File: src/rtl/sitofp_pkg.sv
package sitofp_pkg;

  localparam int MAG_W = 64;

  typedef enum logic [1:0] {
    FMT_SINGLE = 2'b00,
    FMT_DOUBLE = 2'b01,
    FMT_NONE   = 2'b10,
    FMT_HALF   = 2'b11
  } fmt_e;

  typedef enum logic [1:0] {
    RND_NEAR = 2'b00,
    RND_UP   = 2'b01,
    RND_DOWN = 2'b10,
    RND_ZERO = 2'b11
  } rnd_e;

  typedef struct packed {
    logic legal;
    logic src64;
    fmt_e fmt;
  } cvtCtrl_t;

  // lane 0 half, lane 1 single, lane 2 double
  localparam int LANES = 3;

  function automatic int laneMant(input int idx);
    return (idx == 0) ? 10 : (idx == 1) ? 23 : 52;
  endfunction

  function automatic int laneExp(input int idx);
    return (idx == 0) ? 5 : (idx == 1) ? 8 : 11;
  endfunction

  function automatic logic [5:0] countLeadZeros(input logic [MAG_W-1:0] v);
    logic [5:0] cnt;
    logic       seen;
    cnt  = '0;
    seen = 1'b0;
    for (int i = MAG_W - 1; i >= 0; i--) begin
      if (v[i]) seen = 1'b1;
      else if (!seen) cnt = cnt + 6'd1;
    end
    return cnt;
  endfunction

endpackage

File: src/rtl/sitofp_ctrl.sv
module sitofp_ctrl
  import sitofp_pkg::*;
(
  input  logic       clk,
  input  logic       rstN,
  input  logic       inValid,
  input  logic       sizeSel,
  input  logic [1:0] typeSel,
  output cvtCtrl_t   ctrl,
  output logic       outValid
);

  always_comb begin
    ctrl.src64 = sizeSel;
    ctrl.fmt   = fmt_e'(typeSel);
    unique case ({sizeSel, typeSel})
      3'b0_11, 3'b0_01, 3'b1_11, 3'b1_00: ctrl.legal = 1'b1;
      default:                            ctrl.legal = 1'b0;
    endcase
  end

  always_ff @(posedge clk) begin
    if (!rstN) outValid <= 1'b0;
    else       outValid <= inValid;
  end

  assert_valid_latency_R9: assert property (@(posedge clk) disable iff (!rstN)
    inValid |=> outValid);
  assert_idle_latency_R9: assert property (@(posedge clk) disable iff (!rstN)
    !inValid |=> !outValid);

endmodule

File: src/rtl/sitofp_round.sv
module sitofp_round
  import sitofp_pkg::*;
#(
  parameter int MANT_W = 10,
  parameter int EXP_W  = 5
) (
  input  logic             sign,
  input  logic [MAG_W-1:0] norm,
  input  logic [5:0]       expUnb,
  input  logic [1:0]       roundMode,
  output logic [MAG_W-1:0] fpBits,
  output logic             inexact,
  output logic             overflow
);

  localparam int SH   = MAG_W - 1 - MANT_W;
  localparam int BIAS = (1 << (EXP_W - 1)) - 1;
  localparam logic [SH-1:0] HALF_PT = {1'b1, {(SH-1){1'b0}}};

  logic [MANT_W:0]   kept;
  logic [SH-1:0]     rem;
  logic              incr;
  logic [MANT_W+1:0] sum;
  logic              carry;
  logic [MANT_W-1:0] frac;
  logic [6:0]        expFin;
  logic              toInf;
  logic [EXP_W-1:0]  expField;

  assign kept = norm[MAG_W-1:SH];
  assign rem  = norm[SH-1:0];

  always_comb begin
    unique case (rnd_e'(roundMode))
      RND_NEAR: incr = (rem > HALF_PT) || ((rem == HALF_PT) && kept[0]);
      RND_UP:   incr = !sign && (rem != '0);
      RND_DOWN: incr = sign && (rem != '0);
      default:  incr = 1'b0;
    endcase
  end

  assign sum      = {1'b0, kept} + {{(MANT_W+1){1'b0}}, incr};
  assign carry    = sum[MANT_W+1];
  assign frac     = carry ? '0 : sum[MANT_W-1:0];
  assign expFin   = {1'b0, expUnb} + {6'd0, carry};
  assign overflow = int'(expFin) > BIAS;
  assign inexact  = (rem != '0) || overflow;
  assign toInf    = (rnd_e'(roundMode) == RND_NEAR) ||
                    ((rnd_e'(roundMode) == RND_UP) && !sign) ||
                    ((rnd_e'(roundMode) == RND_DOWN) && sign);
  assign expField = EXP_W'(expFin) + EXP_W'(BIAS);

  always_comb begin
    if (!overflow)
      fpBits = MAG_W'({sign, expField, frac});
    else if (toInf)
      fpBits = MAG_W'({sign, {EXP_W{1'b1}}, {MANT_W{1'b0}}});
    else
      fpBits = MAG_W'({sign, {{(EXP_W-1){1'b1}}, 1'b0}, {MANT_W{1'b1}}});
  end

endmodule

File: src/rtl/sitofp_datapath.sv
module sitofp_datapath
  import sitofp_pkg::*;
#(
  parameter int VEC_W = 128
) (
  input  logic             clk,
  input  logic             rstN,
  input  cvtCtrl_t         ctrl,
  input  logic [1:0]       roundMode,
  input  logic             mergeEn,
  input  logic [MAG_W-1:0] srcLow,
  input  logic [VEC_W-1:0] dstOld,
  output logic [VEC_W-1:0] dstVec,
  output logic             inexact,
  output logic             overflow,
  output logic             undefEnc
);

  localparam int HALF_W   = 16;
  localparam int SINGLE_W = 32;
  localparam int DOUBLE_W = 64;

  logic [MAG_W-1:0] srcInt, mag, norm;
  logic             sign, isZero;
  logic [5:0]       lz, expUnb;
  logic [MAG_W-1:0] laneBits [LANES];
  logic [LANES-1:0] laneInx, laneOvf;
  logic [VEC_W-1:0] nextDst;
  logic             nextInx, nextOvf;
  logic             unusedLaneHigh;

  assign srcInt = ctrl.src64 ? srcLow : {{32{srcLow[31]}}, srcLow[31:0]};
  assign sign   = srcInt[MAG_W-1];
  assign mag    = sign ? (~srcInt + 1'b1) : srcInt;
  assign isZero = (mag == '0);
  assign lz     = countLeadZeros(mag);
  assign norm   = mag << lz;
  assign expUnb = 6'(MAG_W - 1) - lz;

  for (genvar g = 0; g < LANES; g++) begin : gLane
    sitofp_round #(.MANT_W(laneMant(g)), .EXP_W(laneExp(g))) round_i (
      .sign(sign), .norm(norm), .expUnb(expUnb), .roundMode(roundMode),
      .fpBits(laneBits[g]), .inexact(laneInx[g]), .overflow(laneOvf[g])
    );
  end

  assign unusedLaneHigh = ^{laneBits[0][MAG_W-1:HALF_W], laneBits[1][MAG_W-1:SINGLE_W]};

  always_comb begin
    nextDst = dstOld;
    nextInx = 1'b0;
    nextOvf = 1'b0;
    if (ctrl.legal) begin
      nextDst = mergeEn ? dstOld : '0;
      unique case (ctrl.fmt)
        FMT_HALF: begin
          nextDst[HALF_W-1:0] = isZero ? '0 : laneBits[0][HALF_W-1:0];
          nextInx = !isZero && laneInx[0];
          nextOvf = !isZero && laneOvf[0];
        end
        FMT_SINGLE: begin
          nextDst[SINGLE_W-1:0] = isZero ? '0 : laneBits[1][SINGLE_W-1:0];
          nextInx = !isZero && laneInx[1];
        end
        default: begin
          nextDst[DOUBLE_W-1:0] = isZero ? '0 : laneBits[2][DOUBLE_W-1:0];
          nextInx = !isZero && laneInx[2];
        end
      endcase
    end
  end

  always_ff @(posedge clk) begin
    if (!rstN) begin
      dstVec   <= '0;
      inexact  <= 1'b0;
      overflow <= 1'b0;
      undefEnc <= 1'b0;
    end else begin
      dstVec   <= nextDst;
      inexact  <= nextInx;
      overflow <= nextOvf;
      undefEnc <= !ctrl.legal;
    end
  end

  assert_undef_keeps_dst_R1: assert property (@(posedge clk) disable iff (!rstN)
    undefEnc |-> (dstVec == $past(dstOld)) && !inexact && !overflow);
  assert_merge_clear_R3: assert property (@(posedge clk) disable iff (!rstN)
    $past(ctrl.legal && !mergeEn && ctrl.fmt == FMT_HALF) |-> dstVec[VEC_W-1:HALF_W] == '0);
  assert_no_overflow_R6: assert property (@(posedge clk) disable iff (!rstN)
    overflow |-> inexact && ($past(ctrl.fmt) == FMT_HALF));
  assert_zero_positive_R7: assert property (@(posedge clk) disable iff (!rstN)
    $past(ctrl.legal && srcInt == '0) |-> (dstVec[HALF_W-1:0] == '0) && !inexact);

endmodule

File: src/rtl/sitofp_convert.sv
module sitofp_convert
  import sitofp_pkg::*;
#(
  parameter int VEC_W = 128
) (
  input  logic             clk,
  input  logic             rstN,
  input  logic             inValid,
  input  logic             sizeSel,
  input  logic [1:0]       typeSel,
  input  logic [1:0]       roundMode,
  input  logic             mergeEn,
  input  logic [VEC_W-1:0] srcVec,
  input  logic [VEC_W-1:0] dstOld,
  output logic             outValid,
  output logic [VEC_W-1:0] dstVec,
  output logic             inexact,
  output logic             overflow,
  output logic             undefEnc
);

  cvtCtrl_t ctrl;
  logic     unusedSrcHigh;

  assign unusedSrcHigh = ^srcVec[VEC_W-1:MAG_W];

  sitofp_ctrl ctrl_i (
    .clk(clk), .rstN(rstN), .inValid(inValid), .sizeSel(sizeSel),
    .typeSel(typeSel), .ctrl(ctrl), .outValid(outValid)
  );

  sitofp_datapath #(.VEC_W(VEC_W)) dp_i (
    .clk(clk), .rstN(rstN), .ctrl(ctrl), .roundMode(roundMode),
    .mergeEn(mergeEn), .srcLow(srcVec[MAG_W-1:0]), .dstOld(dstOld),
    .dstVec(dstVec), .inexact(inexact), .overflow(overflow), .undefEnc(undefEnc)
  );

endmodule

File: config.mk
export PLATFORM = sky130hd
export DESIGN_NAME = sitofp_convert
export DESIGN_NICKNAME = d
export VERILOG_FILES = /design/src/rtl/sitofp_pkg.sv /design/src/rtl/sitofp_ctrl.sv /design/src/rtl/sitofp_round.sv /design/src/rtl/sitofp_datapath.sv /design/src/rtl/sitofp_convert.sv
export SDC_FILE = /design/constraint.sdc
export NUM_CORES = 1
export LEC_CHECK = 0
export ABC_AREA = 1
export BUFFER_PORTS_ARGS = -buffer_cell sky130_fd_sc_hd__buf_2
export CORE_MARGIN = 4
export CORE_UTILIZATION = 30
export DETAILED_ROUTE_END_ITERATION = 10
export PLACE_DENSITY_LB_ADDON = 0.05
export SYNTH_ARGS = -nofsm -noshare
export SYNTH_HDL_FRONTEND = slang
export SYNTH_SLANG_ARGS = --single-unit
File: constraint.sdc
create_clock -name clk -period 56.2 [get_ports clk]
set_input_delay 2.81 -clock clk [delete_from_list [all_inputs] [get_ports clk]]
set_output_delay 2.81 -clock clk [all_outputs]
set_load 0.02 [all_outputs]
## Word-level counts from Yosys, hierarchy flattened

Cells that the tools add are included.

| storage, ports and cells | value |
|---|---|
| bits in registers | 132 |
| word-level logic and storage cells | 339 |
| input bits | 265 |
| output and inout port bits | 132 |

| cells by class | value |
|---|---|
| reductions and logical operators | 34 |
| add/sub/neg operators | 74 |
| magnitude comparators | 4 |
| equality and inequality tests | 10 |
| bitwise logic cells | 1 |
| shifts and indexed selects | 1 |
| multiplexer cells | 210 |

Operators with widths:

| kind | number |
|---|---|
| 2-to-1 mux 6 bit | 126 |
| adder 6 x 1 -> 6 bit (second input constant) | 62 |
| 2-to-1 mux 128 bit | 2 |
| 2-to-1 mux 64 bit | 3 |
| 2-to-1 mux 1 bit | 65 |
| adder 64 x 1 -> 64 bit (second input constant) | 1 |
| zero test 64 bit | 1 |
| 2-to-1 mux 32 bit | 2 |
| NOT 64 bit | 1 |
| case mux 16 bit (2 select lines) | 2 |
| left shift 64 x 6 -> 64 bit | 1 |
| adder 53 x 1 -> 54 bit | 1 |
| equality test 53 bit (second input constant) | 1 |
| greater-than comparator 53 bit (second input constant) | 1 |
| nonzero test 53 bit | 1 |
| 2-to-1 mux 52 bit | 1 |
| equality test 40 bit (second input constant) | 1 |
| greater-than comparator 40 bit (second input constant) | 1 |
| nonzero test 40 bit | 1 |
| adder 24 x 1 -> 25 bit | 1 |
| 2-to-1 mux 23 bit | 1 |
| adder 6 x 1 -> 7 bit | 3 |
| 2-to-1 mux 16 bit | 1 |
| logical AND 1 bit | 15 |
| other kinds (27) | 39 |

## Depth between registers and ports, before layout

| logic depth | value |
|---|---|
| depth after elaboration | 206 |
| mapped depth | 265 |
| mapped depth without buffers | 262 |

## Modules after synthesis

A second synthesis with hierarchy kept.

| unflattened totals | value |
|---|---|
| cell total of the unflattened synthesis | 4997 |
| area total of the unflattened synthesis | 27655.3 µm² |

By module, submodules not included:

| module | area an instance (µm²) | seq. area each (µm²) | cells an instance | instances |
|---|---|---|---|---|
| sitofp_datapath | 22993.3 | 2622.5 | 4113 | 1 |
| sitofp_round at dp_i.gLane[2].round_i | 2208.4 | 0.0 | 461 | 1 |
| sitofp_round at dp_i.gLane[1].round_i | 1208.7 | 0.0 | 204 | 1 |
| sitofp_round at dp_i.gLane[0].round_i | 1172.4 | 0.0 | 207 | 1 |
| sitofp_ctrl | 72.6 | 20.0 | 12 | 1 |

## Worst setup path after synthesis

OpenSTA, ideal clock, no wires.

| timing | value |
|---|---|
| path kind | input -> register |
| from | input srcVec[0] |
| to | register dp_i.inexact |
| path slack | 20.754 ns |
| arrival time | 35.326 ns |
| required time | 56.080 ns |
| setup time | 0.120 ns |
| stages | 249 |
| buffers on the path | 1 |
| cells stage by stage | inv_2 -> ha_1 -> nand3_2 -> nand2_2 -> inv_2 -> nor2_4 -> nand2_1 -> nor2_1 -> nand3_1 -> nand2_2 -> nand2_2 -> nand2_4 -> inv_2 -> ha_1 -> inv_1 -> nand2_1 -> nand2_4 -> nand2_4 -> [... 213 more ...] -> or2_1 -> nand2_1 -> a21oi_1 -> ha_1 -> inv_1 -> nor3_2 -> nand2_1 -> nor3_1 -> ha_1 -> ha_1 -> or2_2 -> nand2_1 -> nor4_1 -> nand2_1 -> nand4_2 -> a21oi_1 -> a21boi_0 -> a21oi_1 |

| on the way | value |
|---|---|
| longest elaborated chain between the ends | 205 |
| elaborated cells on any way between the ends | 279 |
| those cells by class | 67 x add/sub; 2 x order compare; 1 x eq/ne; 1 x shift; 194 x mux; 1 x bitwise; 13 x reduce/logical |

RTL lines:

| what | line | source |
|---|---|---|
| start: declaration | sitofp_convert.sv:13 | `input logic [VEC_W-1:0] srcVec,` |
| 2-to-1 mux 64 bit * | sitofp_datapath.sv:32 | `assign srcInt = ctrl.src64 ? srcLow : {{32{srcLow[31]}}, srcLow[31:0]};` |
| NOT 64 bit | sitofp_datapath.sv:34 | `assign mag = sign ? (~srcInt + 1'b1) : srcInt;` |
| adder 64 x 1 -> 64 bit | sitofp_datapath.sv:34 |  |
| 2-to-1 mux 64 bit * | sitofp_datapath.sv:34 |  |
| parallel branches: the longest is 200 deep, another holds adder 6 x 1 -> 6 bit | n/a |  |
| case mux 1 bit (2 select lines) * | sitofp_datapath.sv:55 | `unique case (ctrl.fmt)` |
| end signal: assignment | sitofp_datapath.sv:81 | `inexact <= nextInx;` |
| end: declaration | sitofp_datapath.sv:14 | `output logic inexact,` |

Every way passes the cells marked *.
A chain may end at the register's enable or synchronous reset.

## Final worst setup path

| timing | value |
|---|---|
| from | input sizeSel |
| to | register dp_i.dstVec[12] |

| on the way | value |
|---|---|
| longest elaborated chain between the ends | 206 |
| elaborated cells on any way between the ends | 305 |
| those cells by class | 70 x add/sub; 4 x order compare; 7 x eq/ne; 1 x shift; 204 x mux; 1 x bitwise; 18 x reduce/logical |

RTL lines:

| what | line | source |
|---|---|---|
| start: declaration | sitofp_convert.sv:9 | `input logic sizeSel,` |
| parallel branches: the longest is 205 deep, another holds adder 64 x 1 -> 64 bit | n/a |  |
| 2-to-1 mux 128 bit * | sitofp_datapath.sv:53 | `if (ctrl.legal) begin` |
| end signal: assignment | sitofp_datapath.sv:80 | `dstVec <= nextDst;` |
| end: declaration | sitofp_datapath.sv:13 | `output logic [VEC_W-1:0] dstVec,` |

Marked as above.

==> results.md <==
- GP Congestion: 0.938
- Cells after DPL: 6,535
- GRT Util Overall: 21.8%
- Max-cap violations: 0
- # H-tree levels: 4
- Peak fanout along the critical path: 79
- Design area: 31,500 um^2
- Worst setup SP type: primary input
- Max-slew violations: 0
- Most common cell after layout, fill and taps aside: nand2_1
- Largest family of logic cells by synthesized area: simple AND/OR/NAND/NOR gates
- #FFs+latches synth: 132
- Gate count of the mapped netlist: 5,050
- Mux cell area share after synthesis: 0.165%
- Core Rows: between 100 and 150
- Syn avg cell area: 5.71 um^2
- Critical path class: primary input to register
- Fill count: 11,100
- # setup viols final: 0
- Synth cell types: 86
- CORE AREA: 95,200 um^2
- Via total after detailed routing: between 30,000 and 40,000
- Main synth FF type: dfxtp_1
- Slew headroom: 35.6%
- Fin crit period: 42.51 ns
- Commonest non-fill, non-tap cells in the layout: nand2_1, inv_1, nand3_1
- Grt ovf: 0
- Ports: roughly 400
- Largest net degree at the start of global routing: 86
- Fin worst setup slack: roughly 14 ns
- Post-synth EDFFs: 0
- Initial antenna violation count: 2
- Clock tree buffer depth: 2
- Critical-path top delay cell: inv_2
- Crit path required time: ~57 ns
- Routed length per instance: around 17 um
- Area after DPL: around 31,000 um^2
- Crit end category: register
- Post-Syn Area: 28,900 um^2
- Xor and xnor fraction of the mapped netlist area: under 10%
- Ys async rst share: 0%
- Seq/Total Area, Yosys: 9.16%
- CTS tree: built
- # DRC: 0
- Dpl hpwl: 97,000 um
- Synth Area in Compound Gates: 9.31%
- Period utilization: 75.6%
- 1st-pass router iterations: 6
- Crit-path max cell delay: 0.83 ns
- Post-CTS Hold Buffers: 0
- Die Area: 101,000 um^2
- Max Fclk: 0.0235 GHz
- Clock transition at path regs: 0.06 ns
- Post-Route WL: 114,000 um
- Final cell count without fillers: 6,568
- Avg Vias per Cell: 4.76
- Power per Cell Area: 29.1 nW/um^2
- Net Count, Synth: ~5,400
- Worst-Margin Slew: approximately 0.96 ns
- Synth Area in Adders: under 10%
- Arr. time, crit path: 42.85 ns
- Tot Pwr: 916 uW
- Run status: finished clean
- Area added between synthesis and finish: 9.17%
- Worst slack, placed: 13.25 ns
- Fin nets: roughly 5,600
- Die Wd: 318 um
- Clk sinks: 132
- Simple-Gate Fraction of Synth Area: 59.3%
- Hold crit path type: primary input to register
- Chip height: 318 um
- YS warnings: 0
- TNS Setup: 0 ns
- # port buffers: roughly 330
- Cts repair resizes: 0
- Most used cell, CP: nand2_1
- Static leakage: between 15 and 20 nW
- Initial Util: 30.3%
- First-pass GRT wire length: roughly 180,000 um
- Drt first-iter violations: slightly above 2,000
- RSZ-0062 raised after global routing: no
- Post-route ant nets: 0
- Clk root buf: clkbuf_16
- Num CTS Buffers: 17
- Vias in the first global route: 29,900
- Post-CTS Setup Inserts: 0
- Share of cells above drive strength 1: 23.0%
- Peak VDD IR: 0.0000249 V
- WHS Path Cells: 3
- Final Hold Vio Count: 0
[worst max-delay path, delay by kind of cell]
kind	cells	cell delay, ns
xor+xnor	8	1.36
buf+inv	40	3.92
fa+ha+maj	44	12.20
compound gates	60	10.49
simple gates	97	11.88
[Yosys cell counts (5+ instances only)]
| cell type | number | area (um^2) |
|---|---|---|
| a21oi_1 | 81 | 405 |
| a31oi_1 | 6 | 37.5 |
| buf_12 | 15 | 300 |
| buf_2 | 18 | 90.1 |
| buf_4 | 15 | 113 |
| buf_6 | 16 | 180 |
| buf_8 | 12 | 180 |
| clkbuf_1 | 22 | 82.6 |
| clkbuf_8 | 23 | 317 |
| clkinv_1 | 16 | 60.1 |
| clkinv_2 | 5 | 25.0 |
| dfxtp_1 | 132 | 2640 |
| ha_1 | 83 | 1040 |
| inv_1 | 583 | 2190 |
| inv_2 | 94 | 353 |
| inv_4 | 14 | 87.6 |
| inv_6 | 5 | 43.8 |
| nand2_1 | 1551 | 5820 |
| nand2_2 | 241 | 1510 |
| nand2_4 | 85 | 957 |
| nand3_1 | 534 | 2670 |
| nand3_2 | 137 | 1370 |
| nand3_4 | 14 | 245 |
| nand3b_1 | 51 | 383 |
| nand4_1 | 79 | 494 |
| nand4_2 | 8 | 100 |
| nor2_1 | 473 | 1780 |
| nor2_2 | 72 | 450 |
| nor2_4 | 37 | 417 |
| nor3_1 | 53 | 265 |
| nor3_2 | 10 | 100 |
| nor4_1 | 12 | 75.1 |
| o211ai_1 | 14 | 105 |
| o21a_1 | 6 | 45.0 |
| o21ai_0 | 143 | 716 |
| o21ai_1 | 104 | 521 |
| o21ai_2 | 38 | 333 |
| o21ai_4 | 10 | 163 |
| o22ai_1 | 14 | 87.6 |
| o31ai_1 | 5 | 37.5 |
| or2_1 | 5 | 31.3 |
| or2_2 | 24 | 150 |
| xnor2_1 | 27 | 236 |
| xor2_1 | 92 | 806 |
[where the power goes]
| part | switching, mW | internal, mW |
|---|---|---|
| clock | 0.0495 | 0.0594 |
| combinational | 0.509 | 0.194 |
| sequential | 0.00206 | 0.102 |
[state kept, by name, summed over array words and instances (netlist names)]
name             flops
dp_i.overflow        1
ctrl_i.outValid      1
dp_i.undefEnc        1
dp_i.inexact         1
dp_i.dstVec        128
[final timing paths]
check,to,startpoint
setup / recovery,dp_i.dstVec[12],sizeSel
hold / removal,ctrl_i.outValid,inValid
[area by class of cell]
class | instances | area (um^2) | area share [%]
clock inverters | 14 | 129 | 0.409
inverters | 722 | 2820 | 8.96
multi-input cells | 4066 | 22100 | 70.1
diodes | 1 | 2.50 | 0.00794
flip-flops and latches | 132 | 2640 | 8.39
repair buffers | 350 | 1800 | 5.70
well taps | 1265 | 1580 | 5.02
clock buffers | 18 | 439 | 1.39
[cells by family (layout without fill, tap and decap cells)]
group                      after synthesis  after routing
buffers and inverters                  852           1104
and+or+nand+nor                       3407           3407
DFF                                    132            132
other                                    0              1
muxes                                    4              4
AOI/OAI and AO/OA                      447            447
adders and majority gates               83             83
xor gates and xnor gates               125            125
[through the flow]
step	util, %	hold WS (ns)
CTS	33.1	2.52
floorplan	-	2.90
detailed placement	32.5	3.00
global placement	32.5	3.00
global route	33.1	2.54
finish	33.1	2.54
[metal layers]
| layer | track usage (%) | vias up | wire length (um) |
|---|---|---|---|
| met5 | 0 | - | 12 |
| met4 | 5.82 | 2 | 2870 |
| met2 | 35.6 | 704 | 50800 |
| met3 | 2.75 | 105 | 5490 |
| met1 | 30.2 | 13900 | 54700 |
| li1 | - | 16600 | - |
Note: power is estimated with default switching activity, not from simulation.
